<file path="src/rtl/sup_pkg.sv">
package sup_pkg;
  typedef enum logic [1:0] {
    WDI_LO = 2'b00,
    WDI_HI = 2'b01,
    WDI_FL = 2'b10
  } wdi_lvl_e;

  function automatic logic wdi_float(logic [1:0] lvl);
    return lvl[1];
  endfunction
endpackage

</file>
<file path="src/rtl/sup_tick_sel.sv">
module sup_tick_sel #(
  parameter int unsigned WD_SHORT = 16,
  parameter int unsigned WD_LONG  = 256,
  parameter int unsigned CW       = 9
) (
  input  logic          osc_ext_i,
  input  logic          fast_i,
  input  logic          tick_int_i,
  input  logic          tick_ext_i,
  output logic          tick_o,
  output logic [CW-1:0] limit_o
);
  localparam logic [CW-1:0] SHORT_C = CW'(WD_SHORT);
  localparam logic [CW-1:0] LONG_C  = CW'(WD_LONG);

  always_comb begin
    if (osc_ext_i) begin
      tick_o  = tick_ext_i;
      limit_o = LONG_C;
    end else begin
      tick_o  = tick_int_i;
      limit_o = fast_i ? SHORT_C : LONG_C;
    end
  end
endmodule

</file>
<file path="src/rtl/sup_rst_timer.sv">
module sup_rst_timer #(
  parameter int unsigned RST_TICKS = 200
) (
  input  logic clk_i,
  input  logic rst_ni,
  input  logic vcc_ok_i,
  input  logic tick_i,
  input  logic trip_i,
  output logic rst_act_o
);
  localparam int unsigned RW = (RST_TICKS > 1) ? $clog2(RST_TICKS) : 1;
  localparam logic [RW-1:0] LAST_C = RW'(RST_TICKS - 1);

  logic          act_q;
  logic [RW-1:0] cnt_q;

  always_ff @(posedge clk_i or negedge rst_ni) begin
    if (!rst_ni) begin
      act_q <= 1'b1;
      cnt_q <= '0;
    end else if (!vcc_ok_i || trip_i) begin
      // supply loss or watchdog trip restarts the full stretch
      act_q <= 1'b1;
      cnt_q <= '0;
    end else if (act_q && tick_i) begin
      if (cnt_q == LAST_C) begin
        act_q <= 1'b0;
        cnt_q <= '0;
      end else begin
        cnt_q <= cnt_q + 1'b1;
      end
    end
  end

  assign rst_act_o = act_q || !vcc_ok_i;
endmodule

</file>
<file path="src/rtl/sup_wdog.sv">
module sup_wdog #(
  parameter int unsigned CW = 9
) (
  input  logic          clk_i,
  input  logic          rst_ni,
  input  logic [1:0]    wdi_i,
  input  logic          tick_i,
  input  logic [CW-1:0] limit_i,
  input  logic          hold_i,
  output logic          trip_o,
  output logic          wdo_no
);
  import sup_pkg::*;

  logic [1:0]    prev_q;
  logic [CW-1:0] cnt_q;
  logic          wdo_q;
  logic          flt, chg, edge_lh, at_lim;

  assign flt     = wdi_float(wdi_i);
  assign chg     = (wdi_i != prev_q);
  assign edge_lh = !flt && !wdi_float(prev_q) && (wdi_i[0] != prev_q[0]);
  assign at_lim  = (cnt_q == limit_i - 1'b1);
  assign trip_o  = tick_i && !hold_i && !flt && !chg && at_lim;

  always_ff @(posedge clk_i or negedge rst_ni) begin
    if (!rst_ni) begin
      prev_q <= WDI_FL;
      cnt_q  <= '0;
      wdo_q  <= 1'b1;
    end else begin
      prev_q <= wdi_i;
      if (hold_i || flt || chg || trip_o) cnt_q <= '0;
      else if (tick_i)                    cnt_q <= cnt_q + 1'b1;
      if (edge_lh || flt) wdo_q <= 1'b1;
      else if (trip_o)    wdo_q <= 1'b0;
    end
  end

  assign wdo_no = wdo_q;
endmodule

</file>
<file path="src/rtl/supervisor_core.sv">
module supervisor_core #(
  parameter int unsigned RST_TICKS = 200,
  parameter int unsigned WD_SHORT  = 16,
  parameter int unsigned WD_LONG   = 256
) (
  input  logic       clk_i,
  input  logic       rst_ni,
  input  logic       vcc_ok_i,
  input  logic [1:0] wdi_i,
  input  logic       osc_ext_i,
  input  logic       fast_i,
  input  logic       tick_int_i,
  input  logic       tick_ext_i,
  output logic       low_line_o,
  output logic       reset_no,
  output logic       reset_o,
  output logic       wdo_no
);
  localparam int unsigned WD_MAX = (WD_LONG > WD_SHORT) ? WD_LONG : WD_SHORT;
  localparam int unsigned CW     = $clog2(WD_MAX + 1);

  logic          tick;
  logic [CW-1:0] limit;
  logic          trip;
  logic          rst_act;

  sup_tick_sel #(.WD_SHORT(WD_SHORT), .WD_LONG(WD_LONG), .CW(CW)) i_tick_sel (
    .osc_ext_i (osc_ext_i),
    .fast_i    (fast_i),
    .tick_int_i(tick_int_i),
    .tick_ext_i(tick_ext_i),
    .tick_o    (tick),
    .limit_o   (limit)
  );

  sup_rst_timer #(.RST_TICKS(RST_TICKS)) i_rst_timer (
    .clk_i    (clk_i),
    .rst_ni   (rst_ni),
    .vcc_ok_i (vcc_ok_i),
    .tick_i   (tick),
    .trip_i   (trip),
    .rst_act_o(rst_act)
  );

  sup_wdog #(.CW(CW)) i_wdog (
    .clk_i  (clk_i),
    .rst_ni (rst_ni),
    .wdi_i  (wdi_i),
    .tick_i (tick),
    .limit_i(limit),
    .hold_i (rst_act),
    .trip_o (trip),
    .wdo_no (wdo_no)
  );

  assign low_line_o = vcc_ok_i;
  assign reset_o    = rst_act;
  assign reset_no   = ~rst_act;
endmodule

</file>
<file path="config.mk">
export PLATFORM = sky130hd
export DESIGN_NAME = supervisor_core
export DESIGN_NICKNAME = d
export VERILOG_FILES = /design/src/rtl/sup_pkg.sv /design/src/rtl/sup_tick_sel.sv /design/src/rtl/sup_rst_timer.sv /design/src/rtl/sup_wdog.sv /design/src/rtl/supervisor_core.sv
export SDC_FILE = /design/constraint.sdc
export NUM_CORES = 1
export LEC_CHECK = 0
export BUFFER_PORTS_ARGS = -buffer_cell sky130_fd_sc_hd__buf_2
export CAP_MARGIN = 20
export CORE_UTILIZATION = 45
export CTS_BUF_LIST = sky130_fd_sc_hd__clkbuf_4 sky130_fd_sc_hd__clkbuf_8
export CTS_CLUSTER_SIZE = 25
export DETAILED_ROUTE_END_ITERATION = 16
export PLACE_DENSITY = 0.65
export SLEW_MARGIN = 20
export SYNTH_ARGS = -nofsm -noshare
export SYNTH_HDL_FRONTEND = slang
export SYNTH_HIERARCHICAL = 1
export SYNTH_SLANG_ARGS = --single-unit
</file>
<file path="constraint.sdc">
create_clock -name clk_i -period 2.7 [get_ports clk_i]
set_input_delay 0.54 -clock clk_i [delete_from_list [all_inputs] [get_ports clk_i]]
set_output_delay 0.54 -clock clk_i [all_outputs]
set_load 0.05 [all_outputs]
</file>
Yosys cells after proc, flatten, opt, wreduce, memory -nomap -nowiden
Index checks and enable logic that the tools add are counted.
{"block": "totals", "romBits": 0, "out_inout_bits": 4, "mem_count": 0, "mem_bits_rw": 0, "latchBits": 0, "regBits": 21, "in_bits": 9}
{"block": "op_classes", "eq_ne": 4, "mux": 13, "n_div": 0, "n_bitwise": 1, "magnitude_cmp": 0, "mul": 0, "n_shift": 0, "reduce_logical": 23, "addsub": 3}
{"operator": "$mux W9", "count": 4}
{"operator": "$mux W8", "count": 3}
{"operator": "$add A9 B1 Y9 const B", "count": 1}
{"operator": "$eq A9 B9 Y1", "count": 1}
{"operator": "$sub A9 B1 Y9 const B", "count": 1}
{"operator": "$add A8 B1 Y8 const B", "count": 1}
{"operator": "$eq A8 B8 Y1 const B", "count": 1}
{"operator": "$reduce_bool A2 Y1", "count": 4}
{"operator": "$logic_and A1 B1 Y1", "count": 7}
{"operator": "$logic_or A1 B1 Y1", "count": 6}
{"operator": "$mux W1", "count": 6}
{"operator": "$logic_not A1 Y1", "count": 5}
{"operator": "$ne A2 B2 Y1", "count": 1}
{"operator": "$reduce_and A2 Y1", "count": 1}
{"operator": "$ne A1 B1 Y1", "count": 1}
{"operator": "$not A1 Y1", "count": 1}

Depth between registers and ports, before layout
Gate-level depths: netlist (run 1).
{"block": "depth", "ltp_word": 10, "mapped_depth": 13}

Cells and area by module
Netlist (run 1), hierarchy kept.
{"module": "sup_wdog", "n_inst": 1, "area_each_um2": 993.5, "cells_each": 116}
{"module": "sup_rst_timer", "n_inst": 1, "area_each_um2": 489.2, "cells_each": 49}
{"module": "sup_tick_sel", "n_inst": 1, "area_each_um2": 86.3, "cells_each": 11}
{"module": "supervisor_core", "n_inst": 1, "area_each_um2": 11.3, "cells_each": 2}

Least setup slack after synthesis (run 1)
Ideal clock, no wire load.
{"block": "synth_path", "path_kind": "input -> register", "start": "input port osc_ext_i", "end": "register i_rst_timer.cnt_q[5]", "arrival_time_ns": 2.791, "required_ns": 2.623, "setup_ns": 0.077, "n_path_buf": 0, "slack_ns": -0.168, "path_stages": 10, "path_cell_list": "and2b_2 > or3_1 > nor4b_1 > a22oi_1 > nand2_1 > and3_1 > nand2b_2 > o2111ai_4 > or3_1 > a21oi_1"}
{"block": "synth_between", "elab_chain_len": 7, "elab_cells_between_ends": 12, "cone_classes": "add/sub: 1; eq/ne: 1; mux: 3; reduce/logical: 7"}
{"element": "from (decl)", "line_no": "supervisor_core.sv:10", "source": "input logic osc_ext_i,"}
{"element": "branches (longest 4 deep; another with $sub A9 B1 Y9)"}
{"element": "$logic_and A1 B1 Y1 (*)", "line_no": "sup_wdog.sv:24", "source": "assign trip_o = tick_i && !hold_i && !flt && !chg && at_lim;"}
{"element": "net trip", "line_no": "supervisor_core.sv:24", "source": "logic trip;"}
{"element": "$logic_or A1 B1 Y1 (*)", "line_no": "sup_rst_timer.sv:21", "source": "end else if (!vcc_ok_i || trip_i) begin"}
{"element": "$mux W8 / $reduce_bool A2 Y1 (equally long branches)"}
{"element": "to (signal assigned)", "line_no": "sup_rst_timer.sv:30", "source": "cnt_q <= cnt_q + 1'b1;"}
{"element": "to (decl)", "line_no": "sup_rst_timer.sv:15", "source": "logic [RW-1:0] cnt_q;"}
Mark *: on every way through the listed nets, which the timed path passes.
A chain may end at the register's enable or synchronous reset.

Worst setup path in the final report (run 1)
{"block": "layout_path", "start": "input port osc_ext_i", "end": "register i_rst_timer.cnt_q[5]"}
{"block": "layout_between", "elab_cells_between_ends": 12, "cone_classes": "add/sub: 1; eq/ne: 1; mux: 3; reduce/logical: 7"}
{"element": "$mux W9 (*)", "line_no": "sup_tick_sel.sv:17", "source": "if (osc_ext_i) begin"}
{"element": "net limit[4]", "line_no": "supervisor_core.sv:23", "source": "logic [CW-1:0] limit;"}
{"element": "$sub A9 B1 Y9 (*)", "line_no": "sup_wdog.sv:23", "source": "assign at_lim = (cnt_q == limit_i - 1'b1);"}
{"element": "$eq A9 B9 Y1 (*)", "line_no": "sup_wdog.sv:23"}
{"element": "$logic_and A1 B1 Y1 (*)", "line_no": "sup_wdog.sv:24"}
{"element": "net trip", "line_no": "supervisor_core.sv:24"}
{"element": "$logic_or A1 B1 Y1 (*)", "line_no": "sup_rst_timer.sv:21"}
{"element": "$mux W8 / $reduce_bool A2 Y1 (equally long branches)"}
The timed path passes the listed nets; every way through them passes the cells marked *.

==> impl_metrics.csv, run 1 <==
group,metric,value,unit
yosys,synth-main-ff-cell,"dfrtp_1",
timing,period_share,0.940,
power_and_ir_drop,leakagePower,0.000753,uW
finish,layout.nets,210,
floorplan,fp.dieW,61.3,um
worst_setup_path,crit_path_max_fanout,3,
routing,wl,3160,um
timing,grt_setup_unrepaired,"false",
finish,layout.cells.non_filler,242,
routing,wl_per_cell,13.1,um
yosys,ys_seq_area_frac,0.335,
routing,vias_per_cell,5.37,
worst_hold_path,min_path_type,"in2async",
yosys,synth-edff-count,0,
flow_run,drv_cap,0,
clock_tree,post_cts_resized,0,
placement,dp.cells,238,
clock_tree,clock-sinks,21,
routing,met2_length,1510,um
yosys,ys_types,47,
routing,top_layer,"met4",
yosys,yosys_warnings,6,
global_route,track_usage,0.192,
power_and_ir_drop,p_per_area,324,nW/um^2
timing,hold_ws,179,ps
worst_setup_path,required,2930,ps
global_route,grt_overflow,0,
routing,vias,1299,
yosys,netlist_instances,178,
timing,worstMarginPinSlew,588,ps
routing,ant_nets,0,
finish,n_antenna_cell,0,
routing,wl_met1,1530,um
floorplan,dieHeight,61.3,um
timing,finClkSkew,6.26,ps
yosys,synth.avg_cell_area,8.88,um^2
global_route,grt_max_degree,22,
timing,relSlewSlack,0.608,
routing,drtIter0Drc,37,
clock_tree,cts_hold_buf,0,
worst_setup_path,cp.arrival,2770,ps
global_route,grt_pass1_vias,1256,
clock_tree,cts_inserted_buffers,3,
yosys,synth-seq-cells,21,
yosys,synth.area.top_cells,"dfrtp_1 29%, xnor2_1 7.2%, a21oi_1 5.4%, dfstp_2 5.0%, xor2_1 5.0%",
worst_setup_path,path_class,"in2reg",
floorplan,io_pins,13,
global_route,grt_pass1_wl,5300,um
timing,fmax,0.394,GHz
placement,io_buffers,12,
yosys,synth.top_cell.area_share,0.285,
clock_tree,cts_buffer_depth,2,
routing,drcViolationCount,0,
finish,fill_cells,322,
routing,first_pass_iters,4,
clock_tree,postCtsSetupRepairBufs,0,
global_route,antenna_found_initial,0,
placement,dpl.hpwl,2530,um
finish,areaGrowthSynthToFinish,11.6,%
placement,gp_congestion,0.839,
floorplan,core_area,3360,um^2
timing,maxSlewViolCount,0,
yosys,netlist.top_cell.by_area,"dfrtp_1",
floorplan,initial_utilization,0.470,
timing,hold_viol_final,0,
clock_tree,path_clk_slew,120,ps
status,status,"completed",
worst_setup_path,r2r_cells,11,
floorplan,dieArea,3750,um^2
timing,min_period,2540,ps
worst_setup_path,endpoint_kind,"register",
clock_tree,cts_max_level,1,
power_and_ir_drop,ir_drop,178,uV
worst_setup_path,startpoint_type,"input port",
yosys,syn_area,1580,um^2
routing,wl_met3,97,um
floorplan,rows,21,
clock_tree,cts-root-buf,"clkbuf_4",
yosys,async_reset_ff_frac,1.00,
clock_tree,cts_tree,"built",
yosys,yosysMostFrequentCell,"nand2_1",
timing,finalSetupViolations,0,
finish,drive_gt1_frac,0.240,
clock_tree,clk_latency,300,ps
yosys,synthTopCellsByCount,"19 x nand2_1, 18 x dfrtp_1, 17 x a21oi_1, 13 x xnor2_1",
## power by group
part	switching (uW)	leakage, uW	internal, uW	total [uW]
Combinational	58.5	0.000456	40.7	99.2
Clock	92.6	0.0000177	55.1	148
Sequential	4.59	0.000279	319	324
Total	156	0.000753	415	571
## critical path, cell delays in order
cell	delay, ps
buf_2	80
and2b_2	220
or2_2	310
o41ai_2	390
nand4b_1	130
nor2_1	120
and3_4	190
nand2b_4	130
o2111ai_4	130
or3_1	370
a21oi_1	150
## layout by cell type (no fill, tap or decap), drive strengths merged, types with 2 or more instances in the layout
master | netlist | final
nand2b | 6 | 6
nand4 | 4 | 4
nor4b | 2 | 2
o2111ai | 2 | 2
conb | 1 | 7
o211ai | 2 | 2
nand2 | 19 | 19
a21o | 2 | 2
nor3 | 5 | 5
ha | 4 | 4
a21oi | 17 | 17
xnor2 | 13 | 13
buf | 9 | 21
nand4b | 2 | 2
clkbuf | 4 | 3
or3 | 6 | 6
o21ai | 4 | 4
inv | 9 | 9
and3 | 2 | 2
nor2 | 8 | 8
dfstp | 3 | 3
mux2 | 2 | 2
nand3 | 6 | 6
dfrtp | 18 | 18
xor2 | 9 | 9
o21a | 2 | 2
nor4 | 4 | 4
## worst paths after layout
kind,startpoint,end,slack (ps)
max,osc_ext_i,i_rst_timer/cnt_q[5],160
min,rst_ni,i_wdog/prev_q[0],180
max reg2reg,i_wdog/prev_q[1],i_rst_timer/cnt_q[5],200
min reg2reg,i_wdog/wdo_no,i_wdog/wdo_no,520
max in group asynchronous,rst_ni,i_rst_timer/act_q,2170
min in group clk_i,wdi_i[1],i_wdog/prev_q[1],360
## through the flow
step           power, uW  setup slack [ps]  instance area (um^2)  TNS, ps   util
2_1_floorplan        406              18.2                  1640        0      -
3_3_place_gp         424              -118                  1740     -305  0.516
3_5_place_dp         426              -157                  1740     -396  0.516
4_1_cts              577               155                  1760        0  0.524
5_1_grt              606              57.6                  1760        0  0.524
6_report             571               163                  1760        0  0.524
## cells by family (layout without fill, tap and decap cells)
family                     count (synthesis)  count (layout)  synth area share
xor gates and xnor gates                  22              22             0.122
buffers and inverters                     22              34            0.0760
AOI/OAI and AO/OA                         34              34             0.160
muxes                                      2               2            0.0166
adders and majority gates                  4               4            0.0317
and+or+nand+nor                           72              72             0.257
other                                      1               7           0.00237
DFF                                       21              21             0.335
## flip-flops by register name (all words and copies together) (netlist names)
| signal | flops |
|---|---|
| i_rst_timer/cnt_q | 8 |
| i_wdog/cnt_q | 9 |
| i_wdog/prev_q | 2 |
| i_rst_timer/act_q | 1 |
| i_wdog/wdo_no | 1 |
## layout make-up
cell class / count / area (um^2) / area share
Tap cell: 46 / 57.6 / 0.0326
Clock buffer: 3 / 22.5 / 0.0128
Timing Repair Buffer: 21 / 128 / 0.0724
Multi-Input combinational cell: 141 / 987 / 0.560
Inverter: 9 / 33.8 / 0.0192
Clock inverter: 1 / 5.00 / 0.00284
Sequential cell: 21 / 529 / 0.300
## metal layers
layer,vias to the layer above,global-route usage
li1,651,-
met1,621,0.239
met2,25,0.328
met3,2,0.0420
met4,0,0.0682
met5,-,0
Power figures use the tool's default switching activity.
==> run 2: changes to the inputs <==
--- a/config.mk
+++ b/config.mk
@@ -5,13 +5,13 @@
 export SDC_FILE = /design/constraint.sdc
 export NUM_CORES = 1
 export LEC_CHECK = 0
+export ABC_AREA = 1
 export BUFFER_PORTS_ARGS = -buffer_cell sky130_fd_sc_hd__buf_2
 export CAP_MARGIN = 20
 export CORE_UTILIZATION = 45
 export CTS_BUF_LIST = sky130_fd_sc_hd__clkbuf_4 sky130_fd_sc_hd__clkbuf_8
 export CTS_CLUSTER_SIZE = 25
 export DETAILED_ROUTE_END_ITERATION = 16
-export PLACE_DENSITY = 0.65
 export SLEW_MARGIN = 20
 export SYNTH_ARGS = -nofsm -noshare
 export SYNTH_HDL_FRONTEND = slang
==> constraint.sdc (replaced) <==
create_clock -name clk_i -period 3.2 [get_ports clk_i]
set_input_delay 0.64 -clock clk_i [delete_from_list [all_inputs] [get_ports clk_i]]
set_output_delay 0.64 -clock clk_i [all_outputs]
set_load 0.05 [all_outputs]
==> impl_metrics.csv, run 2 <==
group,metric,value,unit
timing,finClkSkew,3.88,ps
clock_tree,cts_inserted_buffers,3,
global_route,grt_overflow,0,
global_route,grt_pass1_wl,5540,um
clock_tree,clock-sinks,21,
routing,drcViolationCount,0,
routing,drtIter0Drc,71,
clock_tree,path_clk_slew,70,ps
finish,areaGrowthSynthToFinish,8.11,%
timing,hold_ws,331,ps
worst_setup_path,startpoint_type,"input port",
routing,vias,1438,
finish,final_common_cell,"nand2_1",
yosys,synth.avg_cell_area,6.59,um^2
power_and_ir_drop,leakagePower,0.000968,uW
placement,io_buffers,12,
floorplan,io_pins,13,
finish,mostFrequentLayoutCells,"70 x nand2_1, 43 x inv_1, 36 x nor2_1",
floorplan,fp.dieW,63.1,um
worst_setup_path,worstPathCellList,"buf_2, inv_1, or2_2, nor3_1, nand2_1, nor2_1, nand4_1, nor2_1, inv_2, nand3_4, nand3_1, nand2_1, nand2_1, nor2_1",
placement,place_area,1770,um^2
timing,fin_tns_setup,0,ps
yosys,synth.top_cell.area_share,0.268,
flow_run,drv_cap,0,
yosys,ys_seq_area_frac,0.315,
clock_tree,clk_latency,250,ps
timing,finalSetupViolations,0,
yosys,netlist.top_cell.by_area,"dfrtp_1",
finish,reg_top3,"i_wdog/cnt_q (9), i_rst_timer/cnt_q (8), i_wdog/prev_q (2)",
finish,layout.nets,284,
status,status,"completed",
worst_setup_path,slowest_delay,320,ps
floorplan,dieHeight,63.1,um
global_route,grt_pass1_vias,1304,
finish,final_area,1820,um^2
routing,vias_per_cell,4.55,
yosys,yosysMostFrequentCell,"nand2_1",
timing,grt_setup_unrepaired,"false",
finish,regMostFlops,"i_wdog/cnt_q",
worst_setup_path,path_class,"in2reg",
finish,final_util,0.524,
worst_setup_path,r2r-start,"i_wdog/prev_q[1]",
global_route,grt_max_degree,22,
clock_tree,cts_hold_buf,0,
clock_tree,cts-root-buf,"clkbuf_8",
routing,wl_per_cell,9.91,um
global_route,antenna_found_initial,0,
floorplan,initial_utilization,0.485,
worst_setup_path,endpoint_kind,"register",
yosys,yosys_warnings,6,
yosys,synthTopCellsByCount,"70 x nand2_1, 43 x inv_1, 36 x nor2_1, 20 x nand3_1, 18 x dfrtp_1",
timing,fmax,0.440,GHz
clock_tree,post_cts_resized,0,
yosys,synth-seq-cells,21,
clock_tree,cts_tree,"built",
yosys,ys_types,29,
clock_tree,postCtsSetupRepairBufs,0,
power_and_ir_drop,finalPower,545,uW
floorplan,rows,21,
routing,first_pass_iters,4,
timing,min_period,2270,ps
worst_setup_path,r2r_cells,13,
finish,n_antenna_cell,0,
placement,dpl.hpwl,2540,um
clock_tree,cts_buffer_depth,2,
clock_tree,cts_max_level,1,
routing,wl,3130,um
yosys,syn_area,1680,um^2
worst_setup_path,worst_setup_path_startpoint,"vcc_ok_i",
routing,ant_nets,0,
worst_setup_path,rrSetupSlack,1050,ps
worst_setup_path,cp_slowest_cell,"or2_2",
placement,gp_congestion,0.815,
timing,maxSlewViolCount,0,
worst_setup_path,cp.arrival,2450,ps
floorplan,core_area,3470,um^2
yosys,netlist_instances,255,
yosys,synth-edff-count,0,
worst_setup_path,r2r-end,"i_rst_timer/cnt_q[7]",
timing,hold_viol_final,0,
worst_setup_path,required,3380,ps
floorplan,dieArea,3990,um^2
worst_setup_path,crit_path_max_fanout,9,
worst_hold_path,min_path_type,"in2async",
finish,drive_gt1_frac,0.152,
power_and_ir_drop,ir_drop,263,uV
timing,period_share,0.710,
yosys,synth-main-ff-cell,"dfrtp_1",
power_and_ir_drop,p_per_area,300,nW/um^2
yosys,synth.area.top_cells,"dfrtp_1 27%, nand2_1 16%, inv_1 9.6%, nor2_1 8.0%, nand3_1 6.0%",
yosys,async_reset_ff_frac,1.00,
finish,fill_cells,362,
finish,largest_register_ff_count,9,
worst_setup_path,critPathCapture,"i_rst_timer/cnt_q[7]",
global_route,track_usage,0.177,
-- run 2: worst min path at each step --
stage / to / slack, ps / cells after the start
final: i_wdog/prev_q[0] / 330 / 1
after global routing: i_rst_timer/cnt_q[2] / 370 / 1
after CTS: i_wdog/prev_q[0] / 350 / 1
after detailed placement: i_wdog/wdo_no / 480 / 2
after global placement: i_wdog/wdo_no / 470 / 2
after floorplan: i_rst_timer/cnt_q[0] / 340 / 0
-- run 2: metrics by stage --
stage / instances / setup WS, ps
2_1_floorplan: 261 / 907
3_3_place_gp: 312 / 746
3_5_place_dp: 312 / 654
4_1_cts: 316 / 932
5_1_grt: 316 / 731
6_report: 316 / 927
-- run 2: worst max-delay path: cells and delay by family --
kind,cells,cell delay (ps)
and+or+nand+nor,11,1550
buffers and inverters,3,260
-- run 2: kinds of logic (layout without fill, tap and decap cells) --
group / Yosys count / count (layout) / share of synthesized area
simple gates: 151 / 151 / 0.411
buf+inv: 56 / 65 / 0.143
fa+ha+maj: 4 / 4 / 0.0298
compound gates: 11 / 11 / 0.0380
other cells: 1 / 7 / 0.00223
xor+xnor: 11 / 11 / 0.0618
flops: 21 / 21 / 0.315
-- run 2: per-layer routing --
metal  wire length (um)  GRT usage
met1               1520      0.226
met3                 60     0.0163
met4                 23     0.0698
met2               1520      0.306
met5                  0          0
-- run 2: report_power, final --
| part | total [uW] | internal, uW | switching, uW |
|---|---|---|---|
| logic | 97.6 | 31.1 | 66.5 |
| registers | 275 | 271 | 3.92 |
| clock network | 172 | 96.8 | 75.1 |
| total | 545 | 399 | 146 |
-- run 2: cell type report --
type                            count  area [um^2]  area share
Clock buffer                        4         48.8      0.0268
Inverter                           48          180      0.0991
Multi-Input combinational cell    184          935       0.514
Sequential cell                    21          529       0.291
Tap cell                           46         57.6      0.0317
Timing Repair Buffer               13         67.6      0.0372
